**config.mk**
```make
export PLATFORM = sky130hd
export DESIGN_NAME = scoped_wt_l1
export DESIGN_NICKNAME = d
export VERILOG_FILES = /design/src/rtl/scoped_l1_pkg.sv /design/src/rtl/l1_line_store.sv /design/src/rtl/l1_wr_coalesce.sv /design/src/rtl/scoped_wt_l1.sv
export SDC_FILE = /design/constraint.sdc
export NUM_CORES = 2
export LEC_CHECK = 0
export ABC_CLOCK_PERIOD_IN_PS = 7300
export CAP_MARGIN = 20
export CORE_MARGIN = 5
export CORE_UTILIZATION = 56
export CTS_CLUSTER_SIZE = 30
export DETAILED_ROUTE_END_ITERATION = 6
export GPL_ROUTABILITY_DRIVEN = 0
export MAX_ROUTING_LAYER = met4
export PLACE_DENSITY = 0.83
export SYNTH_ARGS = -nofsm -noshare
export SYNTH_HDL_FRONTEND = slang
export SYNTH_HIERARCHICAL = 1
export SYNTH_SLANG_ARGS = --single-unit
export TNS_END_PERCENT = 5
```
**constraint.sdc**
```tcl
create_clock -name clk_i -period 7.3 [get_ports clk_i]
set_input_delay 0.73 -clock clk_i [delete_from_list [all_inputs] [get_ports clk_i]]
set_output_delay 0.73 -clock clk_i [all_outputs]
set_load 0.1 [all_outputs]
```
**src/rtl/scoped_l1_pkg.sv**
```systemverilog
package scoped_l1_pkg;

  typedef enum logic [1:0] {
    OP_LOAD  = 2'd0,
    OP_STORE = 2'd1,
    OP_ACQ   = 2'd2,
    OP_REL   = 2'd3
  } l1_op_e;

  typedef enum logic [2:0] {
    ST_IDLE,
    ST_FILL_REQ,
    ST_FILL_WAIT,
    ST_DRAIN_REQ,
    ST_DRAIN_WAIT,
    ST_SYNC_REQ,
    ST_SYNC_WAIT
  } l1_state_e;

endpackage

```
**src/rtl/l1_line_store.sv**
```systemverilog
module l1_line_store #(
  parameter int AW         = 12,
  parameter int DW         = 32,
  parameter int LINE_WORDS = 4,
  parameter int NUM_LINES  = 8
) (
  input  logic                       clk_i,
  input  logic                       rst_ni,
  input  logic [AW-1:0]              rd_addr_i,
  output logic                       hit_o,
  output logic [DW-1:0]              rd_data_o,
  input  logic                       wr_en_i,
  input  logic                       wr_alloc_i,
  input  logic [AW-1:0]              wr_addr_i,
  input  logic [DW-1:0]              wr_data_i,
  input  logic                       fill_en_i,
  input  logic [AW-1:0]              fill_addr_i,
  input  logic [LINE_WORDS*DW-1:0]   fill_data_i,
  input  logic                       flash_i
);
  localparam int OFF_W = $clog2(LINE_WORDS);
  localparam int IDX_W = $clog2(NUM_LINES);
  localparam int TAG_W = AW - OFF_W - IDX_W;

  logic [NUM_LINES-1:0]  line_v_q;
  logic [NUM_LINES-1:0]  filled_q;
  logic [LINE_WORDS-1:0] wmask_q [NUM_LINES];
  logic [TAG_W-1:0]      tag_q   [NUM_LINES];
  logic [DW-1:0]         data_q  [NUM_LINES][LINE_WORDS];

  logic [IDX_W-1:0] r_idx, w_idx, f_idx;
  logic [OFF_W-1:0] r_off, w_off;
  logic [TAG_W-1:0] r_tag, w_tag, f_tag;
  logic             r_same, w_same, f_same;
  logic [LINE_WORDS-1:0] w_onehot;

  assign r_off = rd_addr_i[OFF_W-1:0];
  assign r_idx = rd_addr_i[OFF_W +: IDX_W];
  assign r_tag = rd_addr_i[AW-1 -: TAG_W];
  assign w_off = wr_addr_i[OFF_W-1:0];
  assign w_idx = wr_addr_i[OFF_W +: IDX_W];
  assign w_tag = wr_addr_i[AW-1 -: TAG_W];
  assign f_idx = fill_addr_i[OFF_W +: IDX_W];
  assign f_tag = fill_addr_i[AW-1 -: TAG_W];

  assign r_same = line_v_q[r_idx] && (tag_q[r_idx] == r_tag);
  assign w_same = line_v_q[w_idx] && (tag_q[w_idx] == w_tag);
  assign f_same = line_v_q[f_idx] && (tag_q[f_idx] == f_tag);
  assign w_onehot = LINE_WORDS'(1) << w_off;

  assign hit_o     = r_same && (filled_q[r_idx] || wmask_q[r_idx][r_off]);
  assign rd_data_o = data_q[r_idx][r_off];

  always_ff @(posedge clk_i or negedge rst_ni) begin
    if (!rst_ni) begin
      line_v_q <= '0;
      filled_q <= '0;
      for (int i = 0; i < NUM_LINES; i++) begin
        wmask_q[i] <= '0;
        tag_q[i]   <= '0;
      end
    end else if (flash_i) begin
      line_v_q <= '0;
    end else if (fill_en_i) begin
      line_v_q[f_idx] <= 1'b1;
      filled_q[f_idx] <= 1'b1;
      tag_q[f_idx]    <= f_tag;
      if (!f_same) wmask_q[f_idx] <= '0;
    end else if (wr_en_i) begin
      if (w_same) begin
        wmask_q[w_idx][w_off] <= 1'b1;
      end else if (wr_alloc_i) begin
        line_v_q[w_idx] <= 1'b1;
        filled_q[w_idx] <= 1'b0;
        tag_q[w_idx]    <= w_tag;
        wmask_q[w_idx]  <= w_onehot;
      end
    end
  end

  // written words of a partial line survive the fill
  always_ff @(posedge clk_i) begin
    if (!flash_i && fill_en_i) begin
      for (int k = 0; k < LINE_WORDS; k++) begin
        if (!(f_same && wmask_q[f_idx][k])) data_q[f_idx][k] <= fill_data_i[k*DW +: DW];
      end
    end else if (!flash_i && wr_en_i && (w_same || wr_alloc_i)) begin
      data_q[w_idx][w_off] <= wr_data_i;
    end
  end

  p_flash_no_hit_r7: assert property (@(posedge clk_i) disable iff (!rst_ni)
    flash_i |=> !hit_o);
  p_alloc_hits_r5: assert property (@(posedge clk_i) disable iff (!rst_ni)
    (wr_en_i && wr_alloc_i && !flash_i && !fill_en_i) |=> (line_v_q[$past(w_idx)] && wmask_q[$past(w_idx)][$past(w_off)]));

endmodule

```
**src/rtl/l1_wr_coalesce.sv**
```systemverilog
module l1_wr_coalesce #(
  parameter int AW    = 12,
  parameter int DW    = 32,
  parameter int DEPTH = 8
) (
  input  logic          clk_i,
  input  logic          rst_ni,
  input  logic          st_en_i,
  input  logic [AW-1:0] st_addr_i,
  input  logic [DW-1:0] st_data_i,
  input  logic [AW-1:0] fwd_addr_i,
  output logic          fwd_hit_o,
  output logic [DW-1:0] fwd_data_o,
  output logic [AW-1:0] head_addr_o,
  output logic [DW-1:0] head_data_o,
  input  logic          pop_i,
  output logic          full_o,
  output logic          empty_o,
  output logic          last_o
);
  localparam int IW = (DEPTH > 1) ? $clog2(DEPTH) : 1;

  logic [DEPTH-1:0] v_q;
  logic [AW-1:0]    a_q [DEPTH];
  logic [DW-1:0]    d_q [DEPTH];
  logic [DEPTH-1:0] st_m, fw_m;
  logic [IW-1:0]    head_idx, free_idx;

  for (genvar g = 0; g < DEPTH; g++) begin : g_match
    assign st_m[g] = v_q[g] && (a_q[g] == st_addr_i);
    assign fw_m[g] = v_q[g] && (a_q[g] == fwd_addr_i);
  end

  always_comb begin
    logic hf, ff;
    fwd_data_o = '0;
    head_idx   = '0;
    free_idx   = '0;
    hf = 1'b0;
    ff = 1'b0;
    for (int i = 0; i < DEPTH; i++) begin
      if (fw_m[i]) fwd_data_o = d_q[i];
      if (v_q[i] && !hf) begin
        head_idx = IW'(i);
        hf = 1'b1;
      end
      if (!v_q[i] && !ff) begin
        free_idx = IW'(i);
        ff = 1'b1;
      end
    end
  end

  assign fwd_hit_o   = |fw_m;
  assign head_addr_o = a_q[head_idx];
  assign head_data_o = d_q[head_idx];
  assign full_o      = &v_q;
  assign empty_o     = ~|v_q;
  assign last_o      = ($countones(v_q) == 1);

  always_ff @(posedge clk_i or negedge rst_ni) begin
    if (!rst_ni) begin
      v_q <= '0;
      for (int i = 0; i < DEPTH; i++) begin
        a_q[i] <= '0;
        d_q[i] <= '0;
      end
    end else begin
      if (st_en_i) begin
        if (|st_m) begin
          for (int i = 0; i < DEPTH; i++) if (st_m[i]) d_q[i] <= st_data_i;
        end else begin
          v_q[free_idx] <= 1'b1;
          a_q[free_idx] <= st_addr_i;
          d_q[free_idx] <= st_data_i;
        end
      end
      if (pop_i) v_q[head_idx] <= 1'b0;
    end
  end

  p_no_overflow_r6: assert property (@(posedge clk_i) disable iff (!rst_ni)
    st_en_i |-> !full_o);
  p_unique_addr_r3: assert property (@(posedge clk_i) disable iff (!rst_ni)
    $onehot0(st_m));
  p_pop_nonempty_r9: assert property (@(posedge clk_i) disable iff (!rst_ni)
    pop_i |-> !empty_o);

endmodule

```
**src/rtl/scoped_wt_l1.sv**
```systemverilog
module scoped_wt_l1 import scoped_l1_pkg::*; #(
  parameter int AW         = 12,
  parameter int DW         = 32,
  parameter int LINE_WORDS = 4,
  parameter int NUM_LINES  = 8,
  parameter int WB_DEPTH   = 8
) (
  input  logic                     clk_i,
  input  logic                     rst_ni,
  input  logic                     req_valid_i,
  output logic                     req_ready_o,
  input  logic [1:0]               req_op_i,
  input  logic                     req_global_i,
  input  logic [AW-1:0]            req_addr_i,
  input  logic [DW-1:0]            req_wdata_i,
  output logic                     rsp_valid_o,
  output logic [DW-1:0]            rsp_rdata_o,
  output logic                     mem_req_valid_o,
  input  logic                     mem_req_ready_i,
  output logic                     mem_req_we_o,
  output logic [AW-1:0]            mem_req_addr_o,
  output logic [DW-1:0]            mem_req_wdata_o,
  input  logic                     mem_rsp_valid_i,
  input  logic [LINE_WORDS*DW-1:0] mem_rsp_rdata_i
);
  localparam int OFF_W = $clog2(LINE_WORDS);

  l1_state_e state_q, state_d;
  l1_op_e    op_in, lat_op_q;
  logic [AW-1:0] lat_addr_q, look_addr;
  logic [DW-1:0] lat_wdata_q;
  logic drain_rel_q, drain_rel_d;
  logic rsp_valid_q, rsp_set;
  logic [DW-1:0] rsp_data_q, rsp_data_d;
  logic accept;

  logic arr_hit, arr_wr_en, arr_wr_alloc, arr_fill_en, arr_flash;
  logic [DW-1:0] arr_rdata, arr_wr_data;
  logic [AW-1:0] arr_wr_addr;

  logic wb_st_en, wb_pop, wb_full, wb_empty, wb_last, fwd_hit;
  logic [DW-1:0] fwd_data, head_data, mem_word;
  logic [AW-1:0] head_addr;

  assign op_in       = l1_op_e'(req_op_i);
  assign req_ready_o = (state_q == ST_IDLE) && !wb_full;
  assign accept      = req_valid_i && req_ready_o;
  assign look_addr   = (state_q == ST_IDLE) ? req_addr_i : lat_addr_q;
  assign mem_word    = mem_rsp_rdata_i[lat_addr_q[OFF_W-1:0]*DW +: DW];

  l1_line_store #(
    .AW(AW), .DW(DW), .LINE_WORDS(LINE_WORDS), .NUM_LINES(NUM_LINES)
  ) u_lines (
    .clk_i      (clk_i),
    .rst_ni     (rst_ni),
    .rd_addr_i  (look_addr),
    .hit_o      (arr_hit),
    .rd_data_o  (arr_rdata),
    .wr_en_i    (arr_wr_en),
    .wr_alloc_i (arr_wr_alloc),
    .wr_addr_i  (arr_wr_addr),
    .wr_data_i  (arr_wr_data),
    .fill_en_i  (arr_fill_en),
    .fill_addr_i(lat_addr_q),
    .fill_data_i(mem_rsp_rdata_i),
    .flash_i    (arr_flash)
  );

  l1_wr_coalesce #(
    .AW(AW), .DW(DW), .DEPTH(WB_DEPTH)
  ) u_wbuf (
    .clk_i      (clk_i),
    .rst_ni     (rst_ni),
    .st_en_i    (wb_st_en),
    .st_addr_i  (req_addr_i),
    .st_data_i  (req_wdata_i),
    .fwd_addr_i (look_addr),
    .fwd_hit_o  (fwd_hit),
    .fwd_data_o (fwd_data),
    .head_addr_o(head_addr),
    .head_data_o(head_data),
    .pop_i      (wb_pop),
    .full_o     (wb_full),
    .empty_o    (wb_empty),
    .last_o     (wb_last)
  );

  always_comb begin
    state_d         = state_q;
    drain_rel_d     = drain_rel_q;
    rsp_set         = 1'b0;
    rsp_data_d      = rsp_data_q;
    wb_st_en        = 1'b0;
    wb_pop          = 1'b0;
    arr_wr_en       = 1'b0;
    arr_wr_alloc    = 1'b0;
    arr_wr_addr     = req_addr_i;
    arr_wr_data     = req_wdata_i;
    arr_fill_en     = 1'b0;
    arr_flash       = 1'b0;
    mem_req_valid_o = 1'b0;
    mem_req_we_o    = 1'b0;
    mem_req_addr_o  = lat_addr_q;
    mem_req_wdata_o = lat_wdata_q;
    unique case (state_q)
      ST_IDLE: begin
        if (accept) begin
          unique case (op_in)
            OP_LOAD, OP_ACQ: begin
              if (op_in == OP_ACQ && req_global_i) begin
                state_d = ST_SYNC_REQ;
              end else if (fwd_hit) begin
                rsp_set    = 1'b1;
                rsp_data_d = fwd_data;
              end else if (arr_hit) begin
                rsp_set    = 1'b1;
                rsp_data_d = arr_rdata;
              end else begin
                state_d = ST_FILL_REQ;
              end
            end
            OP_STORE, OP_REL: begin
              if (op_in == OP_REL && req_global_i) begin
                if (wb_empty) begin
                  state_d = ST_SYNC_REQ;
                end else begin
                  state_d     = ST_DRAIN_REQ;
                  drain_rel_d = 1'b1;
                end
              end else begin
                wb_st_en     = 1'b1;
                arr_wr_en    = 1'b1;
                arr_wr_alloc = 1'b1;
                rsp_set      = 1'b1;
              end
            end
            default: ;
          endcase
        end else if (wb_full) begin
          state_d = ST_DRAIN_REQ;
        end
      end
      ST_DRAIN_REQ: begin
        mem_req_valid_o = 1'b1;
        mem_req_we_o    = 1'b1;
        mem_req_addr_o  = head_addr;
        mem_req_wdata_o = head_data;
        if (mem_req_ready_i) state_d = ST_DRAIN_WAIT;
      end
      ST_DRAIN_WAIT: begin
        if (mem_rsp_valid_i) begin
          wb_pop      = 1'b1;
          arr_wr_en   = 1'b1;
          arr_wr_addr = head_addr;
          arr_wr_data = head_data;
          if (!wb_last) begin
            state_d = ST_DRAIN_REQ;
          end else if (drain_rel_q) begin
            state_d     = ST_SYNC_REQ;
            drain_rel_d = 1'b0;
          end else begin
            state_d = ST_IDLE;
          end
        end
      end
      ST_SYNC_REQ: begin
        mem_req_valid_o = 1'b1;
        mem_req_we_o    = (lat_op_q == OP_REL);
        if (mem_req_ready_i) state_d = ST_SYNC_WAIT;
      end
      ST_SYNC_WAIT: begin
        if (mem_rsp_valid_i) begin
          rsp_set = 1'b1;
          state_d = ST_IDLE;
          if (lat_op_q == OP_REL) begin
            arr_wr_en   = 1'b1;
            arr_wr_addr = lat_addr_q;
            arr_wr_data = lat_wdata_q;
          end else begin
            arr_flash  = 1'b1;
            rsp_data_d = fwd_hit ? fwd_data : mem_word;
          end
        end
      end
      ST_FILL_REQ: begin
        mem_req_valid_o = 1'b1;
        mem_req_addr_o  = {lat_addr_q[AW-1:OFF_W], {OFF_W{1'b0}}};
        if (mem_req_ready_i) state_d = ST_FILL_WAIT;
      end
      ST_FILL_WAIT: begin
        if (mem_rsp_valid_i) begin
          arr_fill_en = 1'b1;
          rsp_set     = 1'b1;
          rsp_data_d  = mem_word;
          state_d     = ST_IDLE;
        end
      end
      default: state_d = ST_IDLE;
    endcase
  end

  always_ff @(posedge clk_i or negedge rst_ni) begin
    if (!rst_ni) begin
      state_q     <= ST_IDLE;
      lat_op_q    <= OP_LOAD;
      lat_addr_q  <= '0;
      lat_wdata_q <= '0;
      drain_rel_q <= 1'b0;
      rsp_valid_q <= 1'b0;
      rsp_data_q  <= '0;
    end else begin
      state_q     <= state_d;
      drain_rel_q <= drain_rel_d;
      rsp_valid_q <= rsp_set;
      rsp_data_q  <= rsp_data_d;
      if (accept) begin
        lat_op_q    <= op_in;
        lat_addr_q  <= req_addr_i;
        lat_wdata_q <= req_wdata_i;
      end
    end
  end

  assign rsp_valid_o = rsp_valid_q;
  assign rsp_rdata_o = rsp_data_q;

  // outstanding-request tracker for the ordering checks
  logic pend_q;
  always_ff @(posedge clk_i or negedge rst_ni) begin
    if (!rst_ni) pend_q <= 1'b0;
    else         pend_q <= accept || (pend_q && !rsp_valid_o);
  end

  p_rsp_needs_req_r11: assert property (@(posedge clk_i) disable iff (!rst_ni)
    rsp_valid_o |-> pend_q);
  p_one_in_flight_r11: assert property (@(posedge clk_i) disable iff (!rst_ni)
    accept |-> (!pend_q || rsp_valid_o));
  p_mem_hold_r12: assert property (@(posedge clk_i) disable iff (!rst_ni)
    (mem_req_valid_o && !mem_req_ready_i) |=> (mem_req_valid_o && $stable(mem_req_addr_o)
      && $stable(mem_req_we_o) && $stable(mem_req_wdata_o)));
  p_rel_after_drain_r9: assert property (@(posedge clk_i) disable iff (!rst_ni)
    (mem_req_valid_o && state_q == ST_SYNC_REQ && lat_op_q == OP_REL) |-> wb_empty);
  p_stall_when_full_r6: assert property (@(posedge clk_i) disable iff (!rst_ni)
    wb_full |-> !req_ready_o);

endmodule

```
Word level (Yosys, flattened, before mapping)
Memory sizes are Yosys's and may differ from the RTL's.
Index checks and enable logic that the tools add are counted.
{ "totals": {"out_inout_bits": 80, "ramBits": 1024, "word_cells": 481, "reg_bits": 547, "input_bits": 180, "mem_count": 1} }
{ "memory_table": {"columns": ["memory", "words", "word_bits", "read_ports", "rd_clocked_by_memory_dff", "wr", "line_no", "rtl"], "rows": [
  ["u_lines.data_q", 8, 128, 1, 0, 1, "l1_line_store.sv:29", "logic [DW-1:0] data_q [NUM_LINES][LINE_WORDS];"]
]} }
{ "classes": {"bitwise": 20, "n_eq_ne": 61, "reduce_logical": 111, "n_lt_le_gt_ge": 23, "n_addsub": 7, "n_shift": 2, "n_mux": 214} }
{ "ops": {"columns": ["op", "count"], "rows": [
  ["$mux 32", 40],
  ["$mux 128", 3],
  ["$bwmux 256", 1],
  ["$mux 256", 1],
  ["$mux 56", 4],
  ["$eq 12x12->1", 16],
  ["$reduce_or 128->1", 1],
  ["$shiftx 128x8->32", 1],
  ["$bwmux 56", 2],
  ["$add 32x32->32", 3],
  ["$bmux 32 s3", 1],
  ["$bwmux 96", 1],
  ["$demux 32 s3", 1],
  ["$mux 8", 12],
  ["$pmux 32 s3", 1],
  ["$mux 12", 7],
  ["$mux 3", 23],
  ["$bmux 32 s2", 1],
  ["$demux 32 s2", 1],
  ["$pmux 32 s2", 1],
  ["$bmux 7 s3", 3],
  ["$mux 1", 63],
  ["$mux 7", 8],
  ["$logic_and 1x1->1", 54],
  ["64 further kinds", 189]
]} }

Logic depth before layout (Yosys ltp)
{ "logic_depth": {"ltp_word": 41, "mapped_depth": 29, "ltp_nobuf": 19} }

Cells and area by module
The synthesis kept the hierarchy.
{ "by_module_without_submodules": {"columns": ["mod", "area_per_inst_um2", "cells_each", "seq_area_each_um2", "n_inst"], "rows": [
  ["l1_line_store", 47154.0, 2488, 33352.0, 1],
  ["l1_wr_coalesce", 21784.6, 2006, 9008.6, 1],
  ["scoped_wt_l1", 6178.4, 636, 2077.0, 1]
]} }

Worst setup path after synthesis
No wires, ideal clock.
{ "synth_path": {"kind": "register to register", "startpoint": "register u_wbuf.v_q[0]", "endpoint": "memory u_lines/data_q[0][32] in the netlist's numbering, enable pin", "path_stages_with_launch": 26, "required_time_ns": 6.879, "synth_period_minus_slack_ns": 6.984, "path_buffers": 7, "arrival_time_ns": 6.563, "setup_slack_ns": 0.316, "setup_ns": 0.421, "path_cell_list": "dfrtp_1 clkbuf_1 clkbuf_1 inv_1 ha_1 and2_1 buf_2 a2bb2oi_1 o221a_2 buf_2 buf_2 mux2i_1 o22ai_1 or3_1 a22o_1 a21o_1 buf_6 mux4_2 mux2i_1 xor2_1 nand4_1 nor3_2 o21ai_1 buf_4 o31a_1 nor2_1"} }
{ "synth_between": {"elab_chain_len": 41, "word_cells_on_any_way": 64, "cone_classes": "order compare: 2; eq/ne: 1; mux: 34; bitwise: 3; reduce/logical: 24"} }
{ "synth_rtl": {"columns": ["element", "line_no", "rtl"], "rows": [
  ["start, declared", "l1_wr_coalesce.sv:23", "logic [DEPTH-1:0] v_q;"],
  ["start signal, assigned", "l1_wr_coalesce.sv:63", "v_q <= '0;"],
  ["start signal, assigned by index", "l1_wr_coalesce.sv:73", "v_q[free_idx] <= 1'b1;"],
  ["start signal, assigned by index", "l1_wr_coalesce.sv:78", "if (pop_i) v_q[head_idx] <= 1'b0;"],
  ["$mux 1 (*)", "l1_wr_coalesce.sv:43", "if (v_q[i] && !hf) begin"],
  ["$logic_not 1->1", "l1_wr_coalesce.sv:43", null],
  ["$logic_and 1x1->1", "l1_wr_coalesce.sv:43", null],
  ["$mux 1", "l1_wr_coalesce.sv:43", null],
  ["$logic_not 1->1", "l1_wr_coalesce.sv:43", null],
  ["$logic_and 1x1->1", "l1_wr_coalesce.sv:43", null],
  ["$mux 1", "l1_wr_coalesce.sv:43", null],
  ["$logic_not 1->1", "l1_wr_coalesce.sv:43", null],
  ["(+18 left out)", null, null],
  ["named net head_addr[3]", "scoped_wt_l1.sv:43", "logic [AW-1:0] head_addr;"],
  ["(+2 left out)", null, null],
  ["named net arr_wr_addr[3]", "scoped_wt_l1.sv:39", "logic [AW-1:0] arr_wr_addr;"],
  ["(+5 left out)", null, null],
  ["$logic_and 1x1->1", "l1_line_store.sv:47", "assign w_same = line_v_q[w_idx] && (tag_q[w_idx] == w_tag);"],
  ["$logic_or 1x1->1", "l1_line_store.sv:87", "end else if (!flash_i && wr_en_i && (w_same || wr_alloc_i)) begin"],
  ["$logic_and 1x1->1", "l1_line_store.sv:87", null],
  ["$mux 1", "l1_line_store.sv:87", null],
  ["$mux 1", "l1_line_store.sv:83", "if (!flash_i && fill_en_i) begin"],
  ["$mux 128 (implied by the code)", "l1_line_store.sv:88", "data_q[w_idx][w_off] <= wr_data_i;"],
  ["$reduce_or 128->1 (no source line)", null, null],
  ["$mux 3 (no source line) / $mux 128 (equally long branches)", null, null],
  ["end, declared", "l1_line_store.sv:29", null]
]} }
Mark *: on every way through the listed nets, which the timed path passes. The rest lies on a longest branch. The select of a mux whose other input is x is not followed.

Worst setup path in the final report
{ "layout_path": {"startpoint": "register u_wbuf.v_q[1]", "endpoint": "memory u_lines/data_q[5][46] in the netlist's numbering, enable pin"} }
{ "layout_between": {"elab_chain_len": 39, "word_cells_on_any_way": 62, "cone_classes": "order compare: 2; eq/ne: 1; mux: 33; bitwise: 3; reduce/logical: 23"} }
{ "layout_rtl": {"columns": ["element", "line_no"], "rows": [
  ["$logic_and 1x1->1 (*)", "l1_wr_coalesce.sv:43"],
  ["$mux 1", "l1_wr_coalesce.sv:43"],
  ["$logic_not 1->1", "l1_wr_coalesce.sv:43"],
  ["$logic_and 1x1->1", "l1_wr_coalesce.sv:43"],
  ["$mux 1", "l1_wr_coalesce.sv:43"],
  ["$logic_not 1->1", "l1_wr_coalesce.sv:43"],
  ["$logic_and 1x1->1", "l1_wr_coalesce.sv:43"],
  ["$mux 1", "l1_wr_coalesce.sv:43"],
  ["(+16 left out)", null],
  ["named net head_addr[2]", "scoped_wt_l1.sv:43"],
  ["(+2 left out)", null],
  ["named net arr_wr_addr[2]", "scoped_wt_l1.sv:39"],
  ["(+5 left out)", null],
  ["$logic_and 1x1->1", "l1_line_store.sv:47"],
  ["$logic_or 1x1->1", "l1_line_store.sv:87"],
  ["$logic_and 1x1->1", "l1_line_store.sv:87"],
  ["$mux 1", "l1_line_store.sv:87"],
  ["$mux 1", "l1_line_store.sv:83"],
  ["$mux 128 (implied by the code)", "l1_line_store.sv:88"],
  ["$reduce_or 128->1 (no source line)", null],
  ["$mux 3 (no source line) / $mux 128 (equally long branches)", null]
]} }
Marks and branches as above.

==> results.toml <==
[cells_and_area]
final_cell_mix = "edfxtp_1 (1024), nand2_1 (628), dfrtp_1 (544)"
final_common_cell = "edfxtp_1"
syn_to_final_growth_pct = 13.7
instances_no_fill = 7252
final_nets = 5509
fill_cells = 8910
drive_above_1_share_pct = 22.5

[floorplan]
pin_count = 260
die_y_microns = 376
num_rows = 134
dieWidth_microns = 376
initial_core_util_pct = 56.3
core_area_sq_um = 133000
dieArea_sq_um = 142000

[logic_synthesis]
yosys.area.top_type = "edfxtp_1"
synth_top_cell_area_share_pct = 40.9
synth_edf_count = 1024
synth-warning-count = 6
synth_fp_nets = 5323
syn_area_sq_um = 75100
synthArstFlopShare_pct = 34.8
yosysUniqueCellTypes = 87
synthTopCellsByArea = "edfxtp_1 (41%), dfrtp_1 (18%), mux4_2 (12%)"
synth_area_per_cell_sq_um = 14.6
synth_seq_cells = 1571
seq_area_frac_synth_pct = 59.2
dominantRegCellSynth = "edfxtp_1"
synth_cells = 5130

[timing]
clock.fmax_mhz = 140
worst_pin_slew_ns = 1.30
setup_ws_ns = 0.166
hold_ws_ns = 0.492
finalHoldViolations = 0
fin_crit_sh_pct = 97.7
fin_crit_ns = 7.13
slew_headroom_pct = 12.4
setup_viol = 0
timing.setup.tns_ns = 0
rsz0062_at_grt = "false"
final_max_slew_viol_count = 0
finClkSkew_ns = 0.0737

[setup_path]
critPathRequiredTime_ns = 7.74
critPathLaunchType = "register"
worst_r2r_endpoint = "u_lines/data_q[5][46]"
startpoint = "u_wbuf/v_q[1]"
rr_worst_depth = 22
cp-end-kind = "register"
arrival_ns = 7.57
cp-endpoint = "u_lines/data_q[5][46]"
path_max_fanout = 38
critical_path_class = "register to register"
rrSetupSlack_ns = 0.17
r2r-start = "u_wbuf/v_q[1]"

[hold_path]
hold_path.class = "register to register"
min_from = "u_lines/filled_q[6]"

[place]
dp_hpwl_mm = 157
dpl.cell_count = 6914
io_buffer_count = 259
place_worst_setup_slack_ns = 0.340

[clocking]
clk_pin_slew_worst_paths_ns = 0.06
cts.sinks = 1571
clk_latency_ns = 0.84
clockBufferDepth = 3
ctsRootBufferMaster = "clkbuf_16"
tritoncts = "yes"
cts_htree_levels = 4
cts_buffers = 161

[global_routing]
met2_usage_pct = 54.0
busiest_layer = "met2"
grt_start_max_net_pins = 146
use_met1_pct = 45.3
grt_usage_pct = 37.0
grt_pass1_wl_mm = 371
grt.overflow.total = 0
grt_pass1_vias = 52684
antenna_found_initial = 32
grt_util_met3_pct = 16.2

[run_status]
violations = "design-rule violations"
run_status = "complete, but fails checks"

[routing]
final_antenna_net_count = 0
viasPerCell = 7.34
avgRoutedWirePerCell_microns = 35.6
drc = 11
via_count = 53223
drt-total-wl_mm = 258
initialDrtViolationCount = 10097
dr.pass1.iters = 7

[pwr]
ir_worst_vdd_mv = 0.454
p_per_area_nw_per_um2 = 436
leakage_nw = 31.6

[run]
cap_violations = 0
-- worst min path at each step --
stage	slack, ns	to	cells after the start
floorplan	0.43	drain_rel_q	0
global placement	0.46	u_lines/filled_q[0]	2
detailed placement	0.47	u_lines/filled_q[4]	2
CTS	0.48	u_lines/filled_q[7]	2
global route	0.50	u_lines/filled_q[0]	2
finish	0.49	u_lines/filled_q[6]	2
-- stage by stage --
step | instance area, sq um | power [mW] | util (%)
floorplan | 75100 | 23.1 | -
global placement | 79800 | 27.5 | 59.8
detailed placement | 79800 | 27.9 | 59.8
CTS | 85200 | 36.6 | 63.9
global route | 85400 | 38.2 | 64.0
finish | 85400 | 37.2 | 64.0
-- repair_timing --
| action | in CTS | in global routing |
|---|---|---|
| hold endpoints to repair | 76 | 0 |
| setup buffers | 0 | 0 |
| hold buffers | 1 | 0 |
| endpoints found under the setup margin | 0 | 539 |
| resized for setup | 0 | 5 |
-- kinds of logic after synthesis --
family          share of synthesized area [%]
fa+ha+maj                               0.257
flops                                    59.2
compound gates                           7.08
buf+inv                                  3.01
simple gates                             6.69
mux                                      21.4
xor+xnor                                 2.45
-- cell usage after synthesis, drive strengths merged (6+ instances only) --
cell type	n
edfxtp	1024
nand2	632
dfrtp	547
mux2	447
mux4	396
buf	214
mux2i	198
clkbuf	190
xnor2	186
nor2	158
a21oi	122
inv	73
a22o	62
a22oi	62
o31ai	62
o22ai	60
nand3	56
nor4	55
a21o	51
or3	46
nand4	43
nor3	42
o2bb2ai	42
o22a	37
a221o	34
a221oi	32
o211ai	32
o21ai	31
xor2	23
o221ai	21
nor2b	15
a222oi	14
and3	13
and2	11
nand2b	11
ha	9
o21a	9
or4	9
a211oi	6
a31oi	6
o31a	6
-- routing by layer --
layer  vias to the layer above  share of wire (%)
li1                      20254                  -
met1                     26230                 33
met2                      5598                 45
met3                      1141                 17
met4                         0                5.4
met5                         -                  0
-- area by class of cell --
type	instances	area [sq um]	area share, %
clock buffers	215	4440	5.20
inverters	75	282	0.330
well taps	1768	2210	2.59
diodes	38	95.1	0.111
clock inverters	78	937	1.10
multi-input cells	3080	28900	33.9
repair buffers	427	4100	4.80
flip-flops and latches	1571	44400	52.0
-- worst max-delay path, cell delays in order (launching register included) --
cell and delay (ns):
dfrtp_1 0.39, inv_1 0.18, ha_1 0.32, a21oi_1 0.10, a21oi_1 0.32, a2bb2oi_1 0.31
o221a_4 0.28, buf_4 0.40, mux2i_1 0.28, o22a_1 0.18, o211ai_1 0.14, a22o_1 0.24
a21o_1 0.39, and2b_1 0.38, a22oi_1 0.13, and3_1 0.21, o221ai_2 0.29, nor3_2 0.16
o21ai_4 0.37, buf_6 0.41, mux2_2 0.49, nor2_4 0.12, buf_4 0.55
-- flip-flops by register name, summed over array words and instances (netlist names) --
signal and cells:
u_wbuf/a_q 96, u_lines/data_q 1024, u_lines/wmask_q 32, u_lines/filled_q 8
u_wbuf/d_q 256, u_wbuf/v_q 8, u_lines/tag_q 56, lat_op_q 2
rsp_rdata_o 32, drain_rel_q 1, u_lines/line_v_q 8, rsp_valid_o 1
lat_wdata_q 32, lat_addr_q 12, state_q 3
-- power by group --
group          internal, mW  leakage, nW  switching [mW]
Clock                  4.75         2.60            3.73
Combinational          6.36         12.7            10.2
Sequential             10.9         16.4            1.24
Note: power is estimated with default switching activity, not from simulation.
